**config.mk**
```make
export PLATFORM = sky130hd
export DESIGN_NAME = acc_cpu
export DESIGN_NICKNAME = d
export VERILOG_FILES = /design/src/rtl/acc_cpu_pkg.sv /design/src/rtl/acc_cpu_seq.sv /design/src/rtl/acc_cpu_alu.sv /design/src/rtl/acc_cpu_dp.sv /design/src/rtl/acc_cpu_out.sv /design/src/rtl/acc_cpu.sv
export SDC_FILE = /design/constraint.sdc
export NUM_CORES = 1
export LEC_CHECK = 0
export BUFFER_PORTS_ARGS = -buffer_cell sky130_fd_sc_hd__buf_2
export CELL_PAD_IN_SITES_DETAIL_PLACEMENT = 0
export CELL_PAD_IN_SITES_GLOBAL_PLACEMENT = 1
export CORE_MARGIN = 3
export CORE_UTILIZATION = 45
export CTS_BUF_LIST = sky130_fd_sc_hd__clkbuf_2
export CTS_CLUSTER_SIZE = 8
export DETAILED_ROUTE_END_ITERATION = 6
export MAX_ROUTING_LAYER = met4
export PLACE_DENSITY_LB_ADDON = 0.1
export RECOVER_POWER = 100
export SYNTH_ARGS = -nofsm -noshare
export SYNTH_HDL_FRONTEND = slang
export SYNTH_SLANG_ARGS = --single-unit
```
**constraint.sdc**
```tcl
create_clock -name clk -period 2.1 [get_ports clk]
set_input_delay 0.105 -clock clk [delete_from_list [all_inputs] [get_ports clk]]
set_output_delay 0.105 -clock clk [all_outputs]
set_load 0.03 [all_outputs]
```
**src/rtl/acc_cpu_pkg.sv**
```systemverilog
// acc_cpu_pkg: shared opcode values, sequencer states and the control
// word passed from the sequencer to the datapath. The opcode field width
// is fixed here; address and data widths are parameters of the modules.
package acc_cpu_pkg;

    localparam int OP_W = 4;

    localparam logic [OP_W-1:0] OPC_JMP  = 4'd1;
    localparam logic [OP_W-1:0] OPC_LDI  = 4'd2;
    localparam logic [OP_W-1:0] OPC_LDM  = 4'd3;
    localparam logic [OP_W-1:0] OPC_STO  = 4'd4;
    localparam logic [OP_W-1:0] OPC_ADI  = 4'd5;
    localparam logic [OP_W-1:0] OPC_ADM  = 4'd6;
    localparam logic [OP_W-1:0] OPC_OUTA = 4'd7;
    localparam logic [OP_W-1:0] OPC_OUTM = 4'd8;

    typedef enum logic [3:0] {
        S_F_MAR,   // program counter -> MAR
        S_F_RD,    // memory samples MAR, program counter + 1
        S_F_MDR,   // read word -> MDR
        S_F_CIR,   // MDR -> CIR
        S_DEC,     // opcode inspected
        S_X_JMP,   // field -> program counter
        S_X_IMM,   // field -> MDR
        S_X_MAR,   // field -> MAR
        S_X_RD,    // memory samples MAR
        S_X_MDR,   // read word -> MDR
        S_X_ACC,   // MDR (or sum) -> accumulator
        S_X_STA,   // accumulator -> MDR
        S_X_WR,    // MDR written at MAR
        S_X_OUT,   // output register loaded
        S_RST      // control back to the program counter
    } state_e;

    typedef struct packed {
        logic mar_from_pc;
        logic mar_from_cir;
        logic pc_inc;
        logic pc_from_cir;
        logic mdr_from_mem;
        logic mdr_from_imm;
        logic mdr_from_acc;
        logic cir_from_mdr;
        logic acc_load;
        logic acc_add;
        logic mem_we;
        logic out_fire;
        logic out_from_mdr;
    } ctl_t;

endpackage

```
**src/rtl/acc_cpu_seq.sv**
```systemverilog
// acc_cpu_seq: control unit. Walks fetch, decode, execute and reset
// phases one register transfer per cycle and emits the control word.
// Assumes the opcode input is the CIR opcode field, stable from decode
// to the end of execute.
module acc_cpu_seq
    import acc_cpu_pkg::*;
(
    input  logic            clk,
    input  logic            rst_n,
    input  logic [OP_W-1:0] op,
    output state_e          state,
    output ctl_t            ctl
);

    state_e state_nx;

    // Phase register with synchronous active-low reset.
    always_ff @(posedge clk) begin
        if (!rst_n) state <= S_F_MAR;
        else        state <= state_nx;
    end

    // Next phase from the current phase and the decoded opcode.
    always_comb begin
        state_nx = S_RST;
        unique case (state)
            S_F_MAR: state_nx = S_F_RD;
            S_F_RD:  state_nx = S_F_MDR;
            S_F_MDR: state_nx = S_F_CIR;
            S_F_CIR: state_nx = S_DEC;
            S_DEC: begin
                case (op)
                    OPC_JMP:                   state_nx = S_X_JMP;
                    OPC_LDI, OPC_ADI:          state_nx = S_X_IMM;
                    OPC_LDM, OPC_ADM,
                    OPC_STO, OPC_OUTM:         state_nx = S_X_MAR;
                    OPC_OUTA:                  state_nx = S_X_OUT;
                    default:                   state_nx = S_RST;
                endcase
            end
            S_X_IMM: state_nx = S_X_ACC;
            S_X_MAR: state_nx = (op == OPC_STO) ? S_X_STA : S_X_RD;
            S_X_RD:  state_nx = S_X_MDR;
            S_X_MDR: state_nx = (op == OPC_OUTM) ? S_X_OUT : S_X_ACC;
            S_X_STA: state_nx = S_X_WR;
            S_X_JMP, S_X_ACC, S_X_WR, S_X_OUT: state_nx = S_RST;
            S_RST:   state_nx = S_F_MAR;
            default: state_nx = S_F_MAR;
        endcase
    end

    // Control word: one register transfer per phase.
    always_comb begin
        ctl = '0;
        case (state)
            S_F_MAR: ctl.mar_from_pc  = 1'b1;
            S_F_RD:  ctl.pc_inc       = 1'b1;
            S_F_MDR: ctl.mdr_from_mem = 1'b1;
            S_F_CIR: ctl.cir_from_mdr = 1'b1;
            S_X_JMP: ctl.pc_from_cir  = 1'b1;
            S_X_IMM: ctl.mdr_from_imm = 1'b1;
            S_X_MAR: ctl.mar_from_cir = 1'b1;
            S_X_MDR: ctl.mdr_from_mem = 1'b1;
            S_X_STA: ctl.mdr_from_acc = 1'b1;
            S_X_WR:  ctl.mem_we       = 1'b1;
            S_X_ACC: begin
                ctl.acc_load = 1'b1;
                ctl.acc_add  = (op == OPC_ADI) || (op == OPC_ADM);
            end
            S_X_OUT: begin
                ctl.out_fire     = 1'b1;
                ctl.out_from_mdr = (op == OPC_OUTM);
            end
            default: ;
        endcase
    end

endmodule

```
**src/rtl/acc_cpu_alu.sv**
```systemverilog
// acc_cpu_alu: accumulator input selector. Passes the operand through
// for a load, or returns the sum modulo 2**DATA_W for an add.
module acc_cpu_alu #(
    parameter int DATA_W = 8
) (
    input  logic [DATA_W-1:0] acc,
    input  logic [DATA_W-1:0] operand,
    input  logic              add,
    output logic [DATA_W-1:0] result
);

    // Load or wrapping add.
    always_comb begin
        result = add ? (acc + operand) : operand;
    end

endmodule

```
**src/rtl/acc_cpu_dp.sv**
```systemverilog
// acc_cpu_dp: programme-visible registers (program counter, MAR, MDR, CIR,
// accumulator) and the transfers between them. Each register takes at
// most one source per cycle, as chosen by the control word. Assumes
// DATA_W <= OP_W + ADDR_W.
module acc_cpu_dp
    import acc_cpu_pkg::*;
#(
    parameter int ADDR_W = 8,
    parameter int DATA_W = 8
) (
    input  logic                   clk,
    input  logic                   rst_n,
    input  ctl_t                   ctl,
    input  logic [OP_W+ADDR_W-1:0] mem_rdata,
    input  logic [DATA_W-1:0]      alu_result,
    output logic [ADDR_W-1:0]      pc,
    output logic [ADDR_W-1:0]      mar,
    output logic [OP_W+ADDR_W-1:0] mdr,
    output logic [OP_W+ADDR_W-1:0] cir,
    output logic [DATA_W-1:0]      acc,
    output logic [DATA_W-1:0]      mdr_data,
    output logic [OP_W-1:0]        op
);

    localparam int WORD_W = OP_W + ADDR_W;

    logic [ADDR_W-1:0] field;

    // Split the CIR into opcode and address/immediate field.
    always_comb begin
        op       = cir[WORD_W-1:ADDR_W];
        field    = cir[ADDR_W-1:0];
        mdr_data = mdr[DATA_W-1:0];
    end

    // Program counter: step by one during fetch, or take a jump target.
    always_ff @(posedge clk) begin
        if (!rst_n)               pc <= '0;
        else if (ctl.pc_inc)      pc <= pc + ADDR_W'(1);
        else if (ctl.pc_from_cir) pc <= field;
    end

    // MAR: next-instruction address or operand address.
    always_ff @(posedge clk) begin
        if (!rst_n)                mar <= '0;
        else if (ctl.mar_from_pc)  mar <= pc;
        else if (ctl.mar_from_cir) mar <= field;
    end

    // MDR: memory word, zero-extended immediate or zero-extended accumulator.
    always_ff @(posedge clk) begin
        if (!rst_n)                mdr <= '0;
        else if (ctl.mdr_from_mem) mdr <= mem_rdata;
        else if (ctl.mdr_from_imm) mdr <= WORD_W'(field);
        else if (ctl.mdr_from_acc) mdr <= WORD_W'(acc);
    end

    // CIR: loaded from the MDR at the end of fetch only.
    always_ff @(posedge clk) begin
        if (!rst_n)                cir <= '0;
        else if (ctl.cir_from_mdr) cir <= mdr;
    end

    // Accumulator: takes the ALU result on a load or add.
    always_ff @(posedge clk) begin
        if (!rst_n)            acc <= '0;
        else if (ctl.acc_load) acc <= alu_result;
    end

endmodule

```
**src/rtl/acc_cpu_out.sv**
```systemverilog
// acc_cpu_out: registered output port. Captures the accumulator or the
// MDR data bits on a fire request and raises the valid strobe for that
// single following cycle.
module acc_cpu_out #(
    parameter int DATA_W = 8
) (
    input  logic              clk,
    input  logic              rst_n,
    input  logic              fire,
    input  logic              from_mdr,
    input  logic [DATA_W-1:0] acc,
    input  logic [DATA_W-1:0] mdr_data,
    output logic [DATA_W-1:0] out_data,
    output logic              out_valid
);

    // Valid strobe follows the fire request by one cycle.
    always_ff @(posedge clk) begin
        if (!rst_n) out_valid <= 1'b0;
        else        out_valid <= fire;
    end

    // Output value captured on fire.
    always_ff @(posedge clk) begin
        if (!rst_n)    out_data <= '0;
        else if (fire) out_data <= from_mdr ? mdr_data : acc;
    end

endmodule

```
**src/rtl/acc_cpu.sv**
```systemverilog
// acc_cpu: accumulator processor top. Connects the sequencer, datapath,
// ALU and output port. Assumes a synchronous memory that returns the
// word at mem_addr one clock after it is presented and writes on mem_we.
module acc_cpu
    import acc_cpu_pkg::*;
#(
    parameter int ADDR_W = 8,
    parameter int DATA_W = 8
) (
    input  logic                   clk,
    input  logic                   rst_n,
    output logic [ADDR_W-1:0]      mem_addr,
    output logic                   mem_we,
    output logic [OP_W+ADDR_W-1:0] mem_wdata,
    input  logic [OP_W+ADDR_W-1:0] mem_rdata,
    output logic [DATA_W-1:0]      out_data,
    output logic                   out_valid
);

    localparam int WORD_W = OP_W + ADDR_W;

    state_e              state;
    ctl_t                ctl;
    logic [OP_W-1:0]     op;
    logic [ADDR_W-1:0]   pc;
    logic [ADDR_W-1:0]   mar;
    logic [WORD_W-1:0]   mdr;
    logic [WORD_W-1:0]   cir;
    logic [DATA_W-1:0]   acc;
    logic [DATA_W-1:0]   mdr_data;
    logic [DATA_W-1:0]   alu_result;

    acc_cpu_seq u_seq (
        .clk   (clk),
        .rst_n (rst_n),
        .op    (op),
        .state (state),
        .ctl   (ctl)
    );

    acc_cpu_dp #(.ADDR_W(ADDR_W), .DATA_W(DATA_W)) u_dp (
        .clk        (clk),
        .rst_n      (rst_n),
        .ctl        (ctl),
        .mem_rdata  (mem_rdata),
        .alu_result (alu_result),
        .pc         (pc),
        .mar        (mar),
        .mdr        (mdr),
        .cir        (cir),
        .acc        (acc),
        .mdr_data   (mdr_data),
        .op         (op)
    );

    acc_cpu_alu #(.DATA_W(DATA_W)) u_alu (
        .acc     (acc),
        .operand (mdr_data),
        .add     (ctl.acc_add),
        .result  (alu_result)
    );

    acc_cpu_out #(.DATA_W(DATA_W)) u_out (
        .clk       (clk),
        .rst_n     (rst_n),
        .fire      (ctl.out_fire),
        .from_mdr  (ctl.out_from_mdr),
        .acc       (acc),
        .mdr_data  (mdr_data),
        .out_data  (out_data),
        .out_valid (out_valid)
    );

    // Memory side is driven straight from the MAR and the MDR.
    always_comb begin
        mem_addr  = mar;
        mem_wdata = mdr;
        mem_we    = ctl.mem_we;
    end

endmodule

```
# Word-level counts from Yosys, hierarchy flattened

Memory sizes are Yosys's and may differ from the RTL's. A register that Yosys moved wholly into a read port is not among the register bits.
Cells that the tools add are included.

Add/sub/neg operators: 2
Eq/ne operators: 17
Muxes and demuxes: 25
Reductions and logical operators: 7

Operators by type and width:

| kind                                           | count |
|---|---|
| 2-to-1 mux 8 bit                               | 6 |
| one-hot mux 4 bit (11 select lines)            | 1 |
| 2-to-1 mux 12 bit                              | 3 |
| == test 4 x 3 -> 1 bit (second input constant) | 7 |
| == test 4 bit (second input constant)          | 7 |
| 2-to-1 mux 1 bit                               | 9 |
| adder 8 x 1 -> 8 bit (second input constant)   | 1 |
| adder 8 bit                                    | 1 |
| == test 4 x 2 -> 1 bit (second input constant) | 2 |
| 2-to-1 mux 4 bit                               | 2 |
| 2-to-1 mux 2 bit                               | 3 |
| == test 4 x 1 -> 1 bit (second input constant) | 1 |
| zero test 4 bit                                | 1 |
| nonzero test 2 bit                             | 2 |
| OR reduction 4 bit                             | 1 |
| 2-to-1 mux 3 bit                               | 1 |
| nonzero test 3 bit                             | 1 |
| OR reduction 2 bit                             | 1 |
| logical OR 1 bit                               | 1 |

Register bits after elaboration: 61
Bits in read-only memories: 48
Output and inout port bits: 30
Logic and storage cells: 60
Memories kept: 1

Memory list:

| name            | words | width | read ports | clocked after Yosys merged registers in | write ports | line              | source |
|---|---|---|---|---|---|---|---|
| (no name shown) | 16    | 3     | 1          | 1                                       | 0           | acc_cpu_seq.sv:32 | `case (op)` |

# Depth between registers and ports, before layout

Depth after elaboration: 5
Mapped depth: 7

# By module

Synthesis repeated with hierarchy kept, for this count alone.

Cell total of the unflattened synthesis: 388
Area total of the unflattened synthesis: 3,504.6 um^2

Modules (own cells, without submodules):

| module      | instances | cells each | area an instance (um^2) | seq. area each (um^2) |
|---|---|---|---|---|
| acc_cpu_dp  | 1         | 224        | 2,204.6                 | 960.9 |
| acc_cpu_seq | 1         | 71         | 474.2                   | 80.1 |
| acc_cpu_alu | 1         | 57         | 451.7                   | 0.0 |
| acc_cpu_out | 1         | 36         | 374.1                   | 180.2 |

# Least setup slack after synthesis

OpenSTA, ideal clock, no wires.

Path type: flip-flop to flip-flop
Start point: register u_dp.mdr[0]
End point: register u_dp.acc[6]
Arrival time: 1.940 ns
Path slack: 0.091 ns
Cell stages (with the launch flop): 8
Path buffers: 0
Path through: dfxtp_1 ha_1 fa_1 a21o_1 a221oi_1 xnor2_1 mux2i_1 a21oi_1

Cells in the longest elaborated chain, start to end: 2

RTL lines:

| item                   | line              | source |
|---|---|---|
| from (decl)            | acc_cpu_dp.sv:18  | `output logic [OP_W+ADDR_W-1:0] mdr,` |
| from (signal assigned) | acc_cpu_dp.sv:53  | `else if (ctl.mdr_from_mem) mdr <= mem_rdata;` |
| from (signal assigned) | acc_cpu_dp.sv:54  | `else if (ctl.mdr_from_imm) mdr <= WORD_W'(field);` |
| from (signal assigned) | acc_cpu_dp.sv:55  | `else if (ctl.mdr_from_acc) mdr <= WORD_W'(acc);` |
| adder 8 bit            | acc_cpu_alu.sv:14 | `result = add ? (acc + operand) : operand;` |
| 2-to-1 mux 8 bit       | acc_cpu_alu.sv:14 |  |
| to (signal assigned)   | acc_cpu_dp.sv:67  | `else if (ctl.acc_load) acc <= alu_result;` |
| to (decl)              | acc_cpu_dp.sv:20  | `output logic [DATA_W-1:0] acc,` |

No other way between the ends.
A chain may end at the register's enable or synchronous reset.

# Worst setup path in the final report

Start point: register u_dp.acc[0]
End point: register u_dp.acc[6]

Cells in the longest elaborated chain, start to end: 2

RTL lines:

| item             | line |
|---|---|
| adder 8 bit      | acc_cpu_alu.sv:14 |
| 2-to-1 mux 8 bit | acc_cpu_alu.sv:14 |

No other way between the ends.

==> flow_summary.ini <==
[yosys]
seq_area_frac_synth_pct = 37.8
syn_nets = 421
avgSynthCellArea_sq_um = 8.52
synth_top_area_share_pct = 37.8
syn_area_sq_um = 3390
synth_edf_count = 0
ys_types = 50
synth-seq-cells = 64
synth_ff_type = dfxtp_1
async_reset_ff_share_pct = 0
synthTopCellsByArea = dfxtp_1 38%, mux2i_1 10%, a21oi_1 5.9%
yosysWarnings = 0
syn_inst = 398
synth_top_area_cell = dfxtp_1

[clocking]
clockBufferDepth = 2
clk_pin_slew_ps = 170
clock_sinks = 64
root_buffer = clkbuf_2
htreeDepth = 3
clk_latency_ps = 480
cts_tree = yes
numCtsBuffers = 9

[placed_design]
io_buffers = 43
dp_hpwl_mm = 6.10
post-place-ws_ps = 188
dpl.cell_count = 534
gp_congestion = 0.845

[floorplan]
ios = 44
die_h_microns = 92.8
dieArea_sq_um = 8610
core_area_sq_um = 7290
rows = 31
die_w_microns = 92.8
initial_utilization_pct = 46.5

[timing]
period_minus_slack_ps = 1890
skew_ps = 24.1
slew_viol_final = 0
relSlewSlack_pct = 60.6
tns_ps = 0
setup_slack_ps = 206
finalHoldViolCount = 0
post-route-period-util_pct = 90.2
setup_viol = 0
grt_setup_unrepaired = no
clock.fmax_mhz = 528
worst_pin_slew_ps = 583

[critical_path]
max_stage_delay_ps = 400
crit_arrival_ps = 2300
critPathRequiredTime_ps = 2510
reg2reg_depth = 7
path_cells = ha_1, fa_1, a21o_1, a221oi_2, xnor2_1, mux2i_1, a21oi_1
path_max_fanout = 4
rr_startpoint = u_dp.acc[0]
critPathSlowestCell = fa_1
reg2reg_slack_ps = 210
worst_setup_path_end_kind = flop
startpoint_type = flop
r2r-end = u_dp.acc[6]
criticalPathCategory = reg2reg

[cells_and_area]
num_antenna_cells = 0
regArea_sq_um = 1280
nFillCells = 757
syn_to_final_growth_pct = 17.2
multi_input_area_sq_um = 1950
nets = 482
final_util_pct = 54.5
final_common_cell = dfxtp_1
most-common-layout-cells = 63 x dfxtp_1, 54 x nand2_1, 41 x a21oi_1
stdcell_count = 562
layout-drive-gt1-share_pct = 12.7

[route]
wl_mm = 8.71
vias = 3061
viasPerCell = 5.45
firstDrtPassIters = 5
drc = 0
routedWlPerCell_microns = 15.5
ant_nets = 0
first_iter_violations = 155

[global_route]
gr-total-overflow = 0
grt_use_total_pct = 21.5
grt_pass1_vias = 2846
grt_first_pass_wirelength_mm = 14.3
grt_max_degree = 53
antenna_found_initial = 0

[pwr]
peakVddDrop_mv = 0.440
powerDensity_nw_per_um2 = 762
power_leakage_nw = 1.50

[min_path]
holdCritStartpoint = mem_rdata[9]
hold_end = u_dp.mdr[9]
hp-class = in2reg
min_path_cells = 4

[run]
maxCapViolations = 0

[run_status]
status = finished clean
kinds of logic after synthesis:
logic type,count (synthesis),share of synthesized area [%]
and+or+nand+nor,132,18.8
AOI/OAI and AO/OA,114,21.6
DFF,64,37.8
muxes,37,11.1
buffers and inverters,34,5.09
adders and majority gates,9,3.54
xor gates and xnor gates,8,2.07
critical path: cells and delay by family (launching register included):
kind            cells  cell delay [ps]
flops               1              370
mux                 1               90
compound gates      3              610
fa+ha+maj           2              620
xor+xnor            1              140
repair_timing:
| item | CTS | global route |
|---|---|---|
| buffers inserted | 0 | 0 |
| resized for setup | 0 | 2 |
| hold buffers | 13 | 0 |
| setup endpoints to repair | 0 | 2 |
| endpoints found under the hold margin | 20 | 0 |
Yosys cell counts (4+ instances only):
library cell	n
a211oi_1	20
a21o_1	4
a21oi_1	40
a22oi_1	5
a31oi_1	4
buf_2	12
buf_6	4
clkbuf_1	12
dfxtp_1	64
ha_1	8
inv_1	6
mux2i_1	35
nand2_1	53
nand2b_1	4
nand3_1	6
nor2_1	38
nor3_1	6
nor4bb_1	4
o211ai_1	9
o21ai_0	16
xnor2_1	6
metrics by stage:
stage	total power, W	area (sq um)	hold WS [ps]
final	0.00303	3970	405
after global routing	0.00320	3970	399
after CTS	0.00308	4030	375
after detailed placement	0.00225	3770	360
after global placement	0.00223	3770	353
after floorplan	0.00202	3390	223
worst max-delay path by stage:
stage,from,endpoint,slack (ps),depth (start not counted)
finish,u_dp.acc[0],u_dp.acc[6],210,7
global route,u_seq.state[2],mem_we,60,4
CTS,u_seq.state[2],mem_we,60,4
detailed placement,u_dp.acc[0],u_dp.acc[6],190,7
global placement,u_dp.acc[0],u_dp.acc[6],210,7
floorplan,u_dp.mdr[0],u_dp.acc[6],90,7
layer usage:
| metal | GRT usage, % | vias up | part of all wire, % | wire [microns] |
|---|---|---|---|---|
| met5 | - | - | 0 | 0 |
| met4 | 6.96 | 0 | 1.7 | 145 |
| met3 | 4.06 | 13 | 3.8 | 330 |
| met2 | 33.1 | 51 | 46 | 4000 |
| met1 | 28.7 | 1430 | 49 | 4240 |
| li1 | - | 1567 | - | - |
state kept, by name, summed over array words and instances, names as in the netlist, named ones only:
register,count
u_out.out_valid,1
u_dp.cir,12
u_seq.state,4
u_dp.mdr,12
u_out.out_data,8
u_dp.pc,8
u_dp.acc,8
u_dp.mar,8
cell type report:
cell class              count  share of cell area (%)
multi-input cells         300                    49.1
inverters                   6                   0.567
clock inverters             5                    1.83
flip-flops and latches     64                    32.3
clock buffers              10                    1.26
repair buffers             78                    11.8
well taps                  99                    3.12
report_power, final:
part | total (W) | internal (W) | leakage (nW) | switching, W
combinational | 0.000815 | 0.000298 | 0.909 | 0.000516
sequential | 0.00140 | 0.00131 | 0.519 | 0.0000917
clock | 0.000816 | 0.000384 | 0.0768 | 0.000432
(Power assumes the default switching activity.)
